### src/rtl/rap_pkg.sv
`timescale 1ns/1ps
package rap_pkg;
  // Outcome of one return resolution.
  typedef enum logic [1:0] {
    RES_NONE  = 2'd0,  // prediction confirmed, nothing to do
    RES_JUMP  = 2'd1,  // no prediction was made: plain redirect
    RES_FLUSH = 2'd2   // prediction wrong: flush and redirect
  } res_kind_e;

  function automatic logic kind_redirects(res_kind_e k);
    return (k == RES_JUMP) || (k == RES_FLUSH);
  endfunction
endpackage

### src/rtl/rap_table.sv
`timescale 1ns/1ps
// Slot storage: per-slot valid bit (reset) and address word (no reset).
module rap_table #(
  parameter int ENTRIES = 16,
  parameter int AW      = 16,
  localparam int IDXW   = $clog2(ENTRIES)
) (
  input  logic            clk,
  input  logic            rst_n,
  input  logic            wr_en,
  input  logic [IDXW-1:0] wr_idx,
  input  logic [AW-1:0]   wr_addr,
  input  logic [IDXW-1:0] rd_idx,
  output logic            rd_vld,
  output logic [AW-1:0]   rd_addr
);
  logic [ENTRIES-1:0] slot_vld;
  logic [AW-1:0]      slot_addr [ENTRIES];

  for (genvar g = 0; g < ENTRIES; g++) begin : g_slot
    logic sel;
    assign sel = wr_en && (wr_idx == IDXW'(g));

    always_ff @(posedge clk or negedge rst_n) begin
      if (!rst_n)   slot_vld[g] <= 1'b0;
      else if (sel) slot_vld[g] <= 1'b1;
    end

    always_ff @(posedge clk) begin
      if (sel) slot_addr[g] <= wr_addr;
    end
  end

  assign rd_vld  = slot_vld[rd_idx];
  assign rd_addr = slot_addr[rd_idx];
endmodule

### src/rtl/rap_lookup.sv
`timescale 1ns/1ps
// Fetch-side gating plus same-cycle write-to-read bypass.
module rap_lookup #(
  parameter int ENTRIES = 16,
  parameter int AW      = 16,
  localparam int IDXW   = $clog2(ENTRIES)
) (
  input  logic            q_vld,
  input  logic            q_is_ret,
  input  logic [IDXW-1:0] q_idx,
  input  logic            tbl_vld,
  input  logic [AW-1:0]   tbl_addr,
  input  logic            wr_en,
  input  logic [IDXW-1:0] wr_idx,
  input  logic [AW-1:0]   wr_addr,
  output logic            pred_vld,
  output logic [AW-1:0]   pred_tgt
);
  logic fwd;
  assign fwd = wr_en && (wr_idx == q_idx);

  always_comb begin
    pred_tgt = fwd ? wr_addr : tbl_addr;
    pred_vld = q_vld && q_is_ret && (fwd || tbl_vld);
  end
endmodule

### src/rtl/rap_resolve.sv
`timescale 1ns/1ps
// Increment the popped address, compare with the guess, register outcome.
module rap_resolve
  import rap_pkg::*;
#(
  parameter int AW = 16
) (
  input  logic          clk,
  input  logic          rst_n,
  input  logic          rs_vld,
  input  logic          rs_hit,
  input  logic [AW-1:0] rs_pred_tgt,
  input  logic [AW-1:0] rs_popped,
  output logic          redir_vld,
  output logic          redir_flush,
  output logic [AW-1:0] redir_tgt
);
  logic [AW-1:0] tgt_nxt;
  res_kind_e     kind_nxt, kind_q;

  assign tgt_nxt = rs_popped + AW'(1);

  always_comb begin
    if (!rs_vld)                     kind_nxt = RES_NONE;
    else if (!rs_hit)                kind_nxt = RES_JUMP;
    else if (rs_pred_tgt != tgt_nxt) kind_nxt = RES_FLUSH;
    else                             kind_nxt = RES_NONE;
  end

  always_ff @(posedge clk or negedge rst_n) begin
    if (!rst_n) begin
      kind_q    <= RES_NONE;
      redir_tgt <= '0;
    end else begin
      kind_q <= kind_nxt;
      if (rs_vld) redir_tgt <= tgt_nxt;
    end
  end

  assign redir_vld   = kind_redirects(kind_q);
  assign redir_flush = (kind_q == RES_FLUSH);
endmodule

### src/rtl/ret_addr_predictor.sv
`timescale 1ns/1ps
module ret_addr_predictor #(
  parameter int ENTRIES = 16,
  parameter int AW      = 16,
  parameter int SPW     = 8
) (
  input  logic           clk,
  input  logic           rst_n,
  input  logic           call_vld,
  input  logic [SPW-1:0] call_sp,
  input  logic [AW-1:0]  call_ret_addr,
  input  logic           fq_vld,
  input  logic           fq_is_ret,
  input  logic [SPW-1:0] fq_sp,
  output logic           pred_vld,
  output logic [AW-1:0]  pred_tgt,
  input  logic           rs_vld,
  input  logic           rs_hit,
  input  logic [AW-1:0]  rs_pred_tgt,
  input  logic [AW-1:0]  rs_popped,
  output logic           redir_vld,
  output logic           redir_flush,
  output logic [AW-1:0]  redir_tgt
);
  localparam int IDXW = $clog2(ENTRIES);

  if (ENTRIES < 4 || ENTRIES > 16 || (1 << IDXW) != ENTRIES || IDXW + 2 > SPW)
    begin : g_bad_cfg
      $error("ret_addr_predictor: ENTRIES must be a power of two in 4..16");
    end

  // Slot index is stack pointer / 2, truncated to the table size.
  logic [IDXW-1:0] wr_idx, rd_idx;
  assign wr_idx = call_sp[IDXW:1];
  assign rd_idx = fq_sp[IDXW:1];

  logic unused_sp_bits;
  assign unused_sp_bits = ^{call_sp[0], call_sp[SPW-1:IDXW+1],
                            fq_sp[0],   fq_sp[SPW-1:IDXW+1]};

  logic          tbl_vld;
  logic [AW-1:0] tbl_addr;

  rap_table #(.ENTRIES(ENTRIES), .AW(AW)) u_table (
    .clk     (clk),
    .rst_n   (rst_n),
    .wr_en   (call_vld),
    .wr_idx  (wr_idx),
    .wr_addr (call_ret_addr),
    .rd_idx  (rd_idx),
    .rd_vld  (tbl_vld),
    .rd_addr (tbl_addr)
  );

  rap_lookup #(.ENTRIES(ENTRIES), .AW(AW)) u_lookup (
    .q_vld    (fq_vld),
    .q_is_ret (fq_is_ret),
    .q_idx    (rd_idx),
    .tbl_vld  (tbl_vld),
    .tbl_addr (tbl_addr),
    .wr_en    (call_vld),
    .wr_idx   (wr_idx),
    .wr_addr  (call_ret_addr),
    .pred_vld (pred_vld),
    .pred_tgt (pred_tgt)
  );

  rap_resolve #(.AW(AW)) u_resolve (
    .clk         (clk),
    .rst_n       (rst_n),
    .rs_vld      (rs_vld),
    .rs_hit      (rs_hit),
    .rs_pred_tgt (rs_pred_tgt),
    .rs_popped   (rs_popped),
    .redir_vld   (redir_vld),
    .redir_flush (redir_flush),
    .redir_tgt   (redir_tgt)
  );
endmodule

### config.mk
export PLATFORM = sky130hd
export DESIGN_NAME = ret_addr_predictor
export DESIGN_NICKNAME = d
export VERILOG_FILES = /design/src/rtl/rap_pkg.sv /design/src/rtl/rap_table.sv /design/src/rtl/rap_lookup.sv /design/src/rtl/rap_resolve.sv /design/src/rtl/ret_addr_predictor.sv
export SDC_FILE = /design/constraint.sdc
export NUM_CORES = 1
export LEC_CHECK = 0
export CAP_MARGIN = 10
export CORE_MARGIN = 2
export CORE_UTILIZATION = 57
export DETAILED_ROUTE_END_ITERATION = 8
export PLACE_DENSITY_LB_ADDON = 0.1
export SYNTH_ARGS = -nofsm -noshare
export SYNTH_HDL_FRONTEND = slang
export SYNTH_HIERARCHICAL = 1
export SYNTH_SLANG_ARGS = --single-unit
### constraint.sdc
create_clock -name clk -period 2.76 [get_ports clk]
set_clock_uncertainty 0.2 [all_clocks]
set_input_delay 0.552 -clock clk [delete_from_list [all_inputs] [get_ports clk]]
set_output_delay 0.552 -clock clk [all_outputs]
set_load 0.005 [all_outputs]
# Word level (Yosys, flattened, before mapping)
# Memory sizes are Yosys's and may differ from the RTL's.
# Cells that the tools add are included.
[classes]
order_cmp = 1
reduce_logical = 37
addsub = 1
eq_ne = 19
n_mux = 83
[ops]
columns = ["op", "n"]
rows = [
  ["$mux W16", 16],
  ["$reduce_or A16 Y1", 15],
  ["$mux W4", 15],
  ["$mux W1", 48],
  ["$eq A4 B4 Y1 const B", 8],
  ["$logic_and A1 B1 Y1", 19],
  ["$add A16 B1 Y16 const B", 1],
  ["$eq A4 B3 Y1 const B", 4],
  ["$ne A16 B16 Y1", 1],
  ["$eq A4 B2 Y1 const B", 2],
  ["$mux W2", 3],
  ["$lt A4 B5 Y1 const B", 1],
  ["$bmux W1 S4", 1],
  ["$eq A4 B1 Y1 const B", 1],
  ["$eq A4 B4 Y1", 1],
  ["$logic_not A4 Y1", 1],
  ["$eq A2 B1 Y1 const B", 1],
  ["$eq A2 B2 Y1 const B", 1],
  ["$logic_or A1 B1 Y1", 2],
]
[word_totals]
elab_cells = 160
n_memories = 1
output_inout_bits = 35
ram_bits = 256
reg_bits = 34
[memory_table]
columns = ["memory", "words", "width", "read_ports", "rd_ports_with_merged_regs", "write_ports", "line_no", "text"]
rows = [
  ["u_table.slot_addr", 16, 16, 1, 0, 1, "rap_table.sv:18", "logic [AW-1:0] slot_addr [ENTRIES];"],
]

# Longest topological paths before layout
# Gate-level depths: netlist of the first run.
[logic_depth]
ltp_word = 20
mapped_depth = 7
depth_no_buf = 7

# By module
# The synthesis of the first run kept the hierarchy.
[by_module_without_submodules]
columns = ["module", "seq_area_each_um2", "area_per_inst_um2", "cells_per_inst", "n_inst"]
rows = [
  ["rap_table", 8087.8, 10318.6, 457, 1],
  ["rap_resolve", 450.4, 1321.3, 147, 1],
  ["rap_lookup", 0.0, 272.8, 27, 1],
]

# Worst setup path after synthesis of the first run
# OpenSTA, ideal clock, no wires.
[synth_path]
kind = "input port to flip-flop"
from = "input port rs_popped[0]"
to = "register u_resolve.kind_q[1]"
stages = 7
setup_ns = 0.126
setup_slack_ns = -0.181
t_arrival_ns = 2.615
path_buffers = 0
cell_sequence = "ha_1 > xor2_1 > a311o_1 > a311o_1 > a2111oi_2 > or4b_1 > o311a_1"
[synth_via]
elab_chain_len = 5
[synth_lines]
columns = ["item", "line_no", "text"]
rows = [
  ["start, declared", "ret_addr_predictor.sv:20", "input logic [AW-1:0] rs_popped,"],
  ["$add A16 B1 Y16", "rap_resolve.sv:21", "assign tgt_nxt = rs_popped + AW'(1);"],
  ["$ne A16 B16 Y1", "rap_resolve.sv:26", "else if (rs_pred_tgt != tgt_nxt) kind_nxt = RES_FLUSH;"],
  ["$mux W2", "rap_resolve.sv:26", ""],
  ["$mux W2", "rap_resolve.sv:25", "else if (!rs_hit) kind_nxt = RES_JUMP;"],
  ["$mux W2", "rap_resolve.sv:24", "if (!rs_vld) kind_nxt = RES_NONE;"],
  ["net u_resolve.kind_nxt[1]", "rap_resolve.sv:19", "res_kind_e kind_nxt, kind_q;"],
  ["end signal, assigned", "rap_resolve.sv:35", "kind_q <= kind_nxt;"],
  ["end, declared", "rap_resolve.sv:19", ""],
]
# The timed path passes the listed nets, and every way through them passes these cells.
# A chain may end at the register's enable or synchronous reset.

# Worst setup path in the final report of the first run
[layout_path]
from = "memory u_table.slot_addr[0][5]"
to = "output port pred_tgt[5]"
[layout_via]
elab_chain_len = 2
[layout_lines]
columns = ["item", "line_no", "text"]
rows = [
  ["start, declared", "rap_table.sv:18", ""],
  ["$mem_v2 Z16 W16", "-", ""],
  ["net tbl_addr[5]", "ret_addr_predictor.sv:42", "logic [AW-1:0] tbl_addr;"],
  ["$mux W16", "rap_lookup.sv:23", "pred_tgt = fwd ? wr_addr : tbl_addr;"],
  ["end, declared", "ret_addr_predictor.sv:16", "output logic [AW-1:0] pred_tgt,"],
]
# The timed path passes the listed nets, and every way through them passes these cells.

==> impl_metrics.env, run 1 <==
export IMPL_syn_area_um2=11900
export IMPL_grt_max_degree=41
export IMPL_total_power_mw=9.88
export IMPL_cp_slowest_cell="mux4_2"
export IMPL_hold_path_class="primary input to async pin"
export IMPL_synthMuxAreaShare=0.147
export IMPL_synth_compound_area_frac=0.0389
export IMPL_cts_num_sinks=290
export IMPL_avgSynthCellArea_um2=18.9
export IMPL_dieArea_um2=22100
export IMPL_grtUsageTotal=0.276
export IMPL_initial_core_util=0.585
export IMPL_yosysWarningCount=6
export IMPL_synth_simple_gate_area_frac=0.0539
export IMPL_fin_setup_tns_ns=-1.81
export IMPL_first_pass_iters=5
export IMPL_dr_first_iter_drc_count=578
export IMPL_crit_chain="mux4_2 -> a22oi_1 -> nand2_1 -> mux2_4 -> buf_6"
export IMPL_grt_pass1_wl_mm=44.1
export IMPL_dpl_cell_area_um2=14200
export IMPL_drc=0
export IMPL_fillers=1119
export IMPL_std_cell_rows=52
export IMPL_coreArea_um2=20400
export IMPL_fin_util=0.762
export IMPL_diodes=0
export IMPL_rsz0062_at_grt="yes"
export IMPL_finalCritPeriodShare=1.06
export IMPL_design_area_um2=15500
export IMPL_vias_per_cell=6.00
export IMPL_layout_nets=923
export IMPL_startpoint_type="register"
export IMPL_worstPathArrival_ns=2.17
export IMPL_synth_xor_area_share=0.0246
export IMPL_fmax_mhz=342
export IMPL_wl_per_cell_um=25.7
export IMPL_postSynthCellCount=631
export IMPL_clk_latency_ns=0.53
export IMPL_slowest_delay_ns=0.47
export IMPL_synth_edf_count=256
export IMPL_overflow=0
export IMPL_p_leak_nw=5.37
export IMPL_setup_slack_ns=-0.164
export IMPL_syn2layout_area_growth_pct=30.2
export IMPL_synth_top_family_by_area="multiplexers"
export IMPL_dp_cells=1080
export IMPL_critPathKind="register to output port"
export IMPL_cts_htree_levels=1
export IMPL_max_cap_viol_count=0
export IMPL_chipWidth_um=149
export IMPL_die_h_um=149
export IMPL_synth_common_cells="edfxtp_1 (256), mux4_2 (64), a22oi_1 (35), dfrtp_1 (34), nor2_1 (32)"
export IMPL_relSlewSlack=0.700
export IMPL_synthAdderAreaFrac=0.00210
export IMPL_cts_buffers_inserted=28
export IMPL_io_pins=106
export IMPL_clockRootBuffer="clkbuf_16"
export IMPL_ys_ff_latch=290
export IMPL_dp_slack_ns=-0.770
export IMPL_final_cells=1142
export IMPL_grt_pass1_vias=7296
export IMPL_ir_worst_vdd_mv=0.522
export IMPL_finalSetupViolations=17
export IMPL_synth_top_cell_by_area="edfxtp_1"
export IMPL_antenna_left=0
export IMPL_syn_num_nets=704
export IMPL_vias=6847
export IMPL_synth_top_area_frac=0.645
export IMPL_antenna_found_initial=0
export IMPL_violations="setup timing"
export IMPL_routabilityCongestion=0.844
export IMPL_p_per_area_nw_per_um2=637
export IMPL_cts_tree="yes"
export IMPL_clock_path_buffers=3
export IMPL_cp_max_fo=1
export IMPL_synthTopCellsByArea="edfxtp_1 (65%), mux4_2 (12%), dfrtp_1 (7.1%), a22oi_1 (2.2%), mux2_2 (1.6%)"
export IMPL_synth_top_flop_cell="edfxtp_1"
export IMPL_hold_viol=0
export IMPL_status="finished, violations left"
export IMPL_numPortBuffers=97
export IMPL_synth_most_common_cell="edfxtp_1"
export IMPL_cp_required_ns=2.01
export IMPL_async_reset_ff_frac=0.117
export IMPL_cts_hold_fix_buffers=0
export IMPL_fin_crit_ns=2.92
export IMPL_routed_wl_mm=29.4
export IMPL_clk_pin_slew_ns=0.06
export IMPL_tightestPinTransition_ns=0.450
export IMPL_whs_ns=0.254
export IMPL_dpl_hpwl_mm=17.3
export IMPL_finalMaxSlewViolations=0
export IMPL_end_kind="output port"
export IMPL_yosysSeqAreaShare=0.717
export IMPL_synthDistinctLibCells=49
export IMPL_drive_gt1_frac=0.400
==> flip-flops by register name (all words and copies together), names as in the netlist <==
name and count:
u_resolve/kind_q 2, u_resolve/redir_tgt 16, u_table/slot_addr 256, u_table/slot_vld 16
==> layout by cell type, fill, tap and decap left out, types with 7 or more instances in the layout <==
cell               n
dfrtp_1           34
a22oi_2           28
buf_12            23
clkbuf_16         29
or2_2             16
clkinv_2           7
inv_1              7
nand3_1            7
mux2_4            14
a22oi_1            7
buf_4             89
mux4_2            68
clkdlybuf4s50_1   69
buf_6             20
edfxtp_1         256
xnor2_1           21
nor2_2            13
nor2_1            20
xor2_1             7
a21oi_1           17
nand2_1           24
==> worst paths after layout <==
path / start / cells after the start / slack (ns) / endpoint
worst max-delay path: u_table/slot_addr[0][5] / 5 / -0.16 / pred_tgt[5]
worst min-delay path: rst_n / 2 / 0.25 / u_resolve/redir_tgt[15]
worst max register to register: u_table/slot_vld[2] / 1 / 1.74 / u_table/slot_vld[2]
worst min register to register: u_table/slot_vld[1] / 1 / 0.27 / u_table/slot_vld[1]
max in group asynchronous: rst_n / 2 / 1.79 / u_resolve/redir_tgt[2]
min in group clk: u_table/slot_vld[1] / 1 / 0.27 / u_table/slot_vld[1]
==> critical path: cells and delay by family (launching register included) <==
| family | cells | cell delay (ns) |
|---|---|---|
| flops | 1 | 0.39 |
| compound gates | 1 | 0.23 |
| simple gates | 1 | 0.13 |
| mux | 2 | 0.77 |
| buf+inv | 1 | 0.12 |
==> report_power, final <==
part	internal (mW)	total [mW]	switching, mW
Combinational	0.577	1.05	0.470
Sequential	4.92	4.98	0.0595
Clock	2.29	3.85	1.56
Total	7.79	9.88	2.09
==> final cells by class <==
class                           count  area (um^2)  area share
Inverter                           10         40.0     0.00258
Multi-Input combinational cell    303         3450       0.222
Sequential cell                   290         8540       0.550
Clock buffer                       35          748      0.0482
Clock inverter                     17          183      0.0118
Tap cell                          270          338      0.0218
Timing Repair Buffer              217         2220       0.143
==> routing by layer <==
metal	vias up	global-route usage	wire, um
met2	266	0.477	15300
li1	2987	-	-
met5	-	0	0
met4	0	0.100	915
met3	57	0.0420	1770
met1	3537	0.360	11400
==> cell families after synthesis <==
| group | after synthesis |
|---|---|
| and+or+nand+nor | 120 |
| muxes | 86 |
| xor gates and xnor gates | 31 |
| buffers and inverters | 38 |
| AOI/OAI and AO/OA | 64 |
| DFF | 290 |
| adders and majority gates | 2 |
==> what timing repair did <==
action,4_1_cts,5_1_grt
gates cloned,4,0
resized for setup,143,32
setup buffers,7,2
setup endpoints to repair,18,17
pin swaps,12,15
No activity file was read; power rests on OpenSTA's default activity.
==> run 2, diff against run 1 <==
- CTS_BUF_LIST: unset -> sky130_fd_sc_hd__clkbuf_4 sky130_fd_sc_hd__clkbuf_8 sky130_fd_sc_hd__clkbuf_16
==> run 2 against run 1 <==
The flow still finishes with violations (setup timing). Register-to-register slack hardly changed. Core utilization increased by 0.061 points. Via count is 1.1% higher. Critical path type unchanged. Sequential share of layout area about the same. Maximum frequency shrank 0.13%. Cell count is essentially flat. Routed wire length rose by 0.99%. Die area unchanged. Critical path depth did not move. Worst setup slack worse by 0.0038 ns.
==> impl_metrics.env, run 2 (synthesis results as in run 1) <==
export IMPL_worstPathArrival_ns=2.18
export IMPL_tightestPinTransition_ns=0.449
export IMPL_vias=6922
export IMPL_vias_per_cell=6.06
export IMPL_diodes=0
export IMPL_routabilityCongestion=0.844
export IMPL_status="finished, violations left"
export IMPL_crit_chain="mux4_2 -> a22oi_1 -> nand2_1 -> mux2_4 -> buf_6"
export IMPL_worstReg2RegStart="u_table/slot_vld[2]"
export IMPL_fin_setup_tns_ns=-1.87
export IMPL_fmax_mhz=342
export IMPL_initial_core_util=0.585
export IMPL_p_leak_nw=5.39
export IMPL_cts_tree="yes"
export IMPL_worstSetupPathDepth=5
export IMPL_dpl_hpwl_mm=17.3
export IMPL_grt_pass1_vias=7319
export IMPL_cp_required_ns=2.01
export IMPL_die_h_um=149
export IMPL_cp_slowest_cell="mux4_2"
export IMPL_r2r_end="u_table/slot_vld[2]"
export IMPL_wl_per_cell_um=26.0
export IMPL_cts_num_sinks=290
export IMPL_hold_path_class="primary input to async pin"
export IMPL_dieArea_um2=22100
export IMPL_drive_gt1_frac=0.403
export IMPL_fin_crit_ns=2.93
export IMPL_grt_pass1_wl_mm=44.6
export IMPL_grt_max_degree=41
export IMPL_critical_path_buf_inv_count=1
export IMPL_drc=0
export IMPL_slowest_delay_ns=0.47
export IMPL_dr_first_iter_drc_count=594
export IMPL_cts_htree_levels=1
export IMPL_cp_max_fo=1
export IMPL_finalMaxSlewViolations=0
export IMPL_ir_worst_vdd_mv=0.525
export IMPL_hold_viol=0
export IMPL_grtUsageTotal=0.278
export IMPL_routed_wl_mm=29.7
export IMPL_clk_latency_ns=0.53
export IMPL_antenna_left=0
export IMPL_reg2reg_depth=1
export IMPL_first_pass_iters=5
export IMPL_violations="setup timing"
export IMPL_cts_buffers_inserted=28
export IMPL_critPathKind="register to output port"
export IMPL_std_cell_rows=52
export IMPL_end_kind="output port"
export IMPL_clk_pin_slew_ns=0.06
export IMPL_antenna_found_initial=0
export IMPL_clock_path_buffers=3
export IMPL_numPortBuffers=97
export IMPL_p_per_area_nw_per_um2=640
export IMPL_critical_path_top_delay_family="multiplexers"
export IMPL_setup_slack_ns=-0.167
export IMPL_io_pins=106
export IMPL_finalSetupViolations=17
export IMPL_cts_hold_fix_buffers=0
export IMPL_rsz0062_at_grt="yes"
export IMPL_rrSetupSlack_ns=1.73
export IMPL_startpoint_type="register"
export IMPL_layout_common_cells="edfxtp_1 (256), buf_4 (90), clkdlybuf4s50_1 (69)"
export IMPL_max_cap_viol_count=0
export IMPL_syn2layout_area_growth_pct=30.3
export IMPL_largest_reg_flops=256
export IMPL_finalCritPeriodShare=1.06
export IMPL_clockRootBuffer="clkbuf_16"
export IMPL_whs_ns=0.250
export IMPL_chipWidth_um=149
export IMPL_top_register="u_table/slot_addr"
export IMPL_reg_top3="u_table/slot_addr: 256 flops, u_resolve/redir_tgt: 16 flops, u_table/slot_vld: 16 flops"
export IMPL_coreArea_um2=20400
export IMPL_final_common_cell="edfxtp_1"
export IMPL_overflow=0
export IMPL_relSlewSlack=0.701
export IMPL_layout_nets=924
-- run 2: changes by cell type in the layout (fill, tap and decap cells not counted), sizes merged --
cell / previous run / this run
clkbuf: 36 / 37
-- run 2: power breakdown --
group          switching, mW  internal [mW]
Sequential            0.0600           4.92
Clock                   1.56           2.35
Combinational          0.470          0.575
Total                   2.09           7.85
-- run 2: how the worst max path moves through the flow --
stage / start / end
2_1_floorplan: rs_popped[0] / u_resolve/kind_q[1]
3_3_place_gp: fq_sp[4] / pred_tgt[11]
6_report: u_table/slot_addr[0][5] / pred_tgt[5]
5_1_grt: u_table/slot_addr[0][5] / pred_tgt[5]
3_5_place_dp: call_sp[1] / pred_tgt[11]
4_1_cts: fq_sp[1] / pred_tgt[3]
-- run 2: metrics by stage --
| stage | total power, mW | area (um^2) | std cells | setup slack (ns) | utilization |
|---|---|---|---|---|---|
| floorplan | 5.48 | 11900 | 631 | -0.0510 | - |
| global placement | 5.98 | 14200 | 1080 | -0.654 | 0.697 |
| detailed placement | 6.02 | 14200 | 1080 | -0.770 | 0.697 |
| CTS | 9.96 | 15400 | 1143 | -0.194 | 0.759 |
| global route | 10.2 | 15500 | 1143 | -0.215 | 0.762 |
| finish | 9.94 | 15500 | 1143 | -0.167 | 0.762 |
-- run 2: layer usage --
| layer | global-route usage | vias up | wire length, um |
|---|---|---|---|
| met4 | 0.0895 | 0 | 816 |
| met2 | 0.486 | 308 | 15600 |
| met3 | 0.0340 | 52 | 2060 |
| met1 | 0.370 | 3574 | 11200 |
| met5 | 0 | - | 0 |
| li1 | - | 2988 | - |
-- run 2: cell type report --
class | count | area, um^2
flip-flops and latches | 290 | 8540
clock buffers | 35 | 771
well taps | 270 | 338
clock inverters | 17 | 183
inverters | 10 | 40.0
repair buffers | 218 | 2230
multi-input cells | 303 | 3430
fillers | 1113 | 4840
-- run 2: what timing repair did --
item	in CTS	in global routing
gates resized for setup	141	27
setup endpoints to repair	18	17
setup buffers	7	2
pin swaps	13	14
cloned	4	1
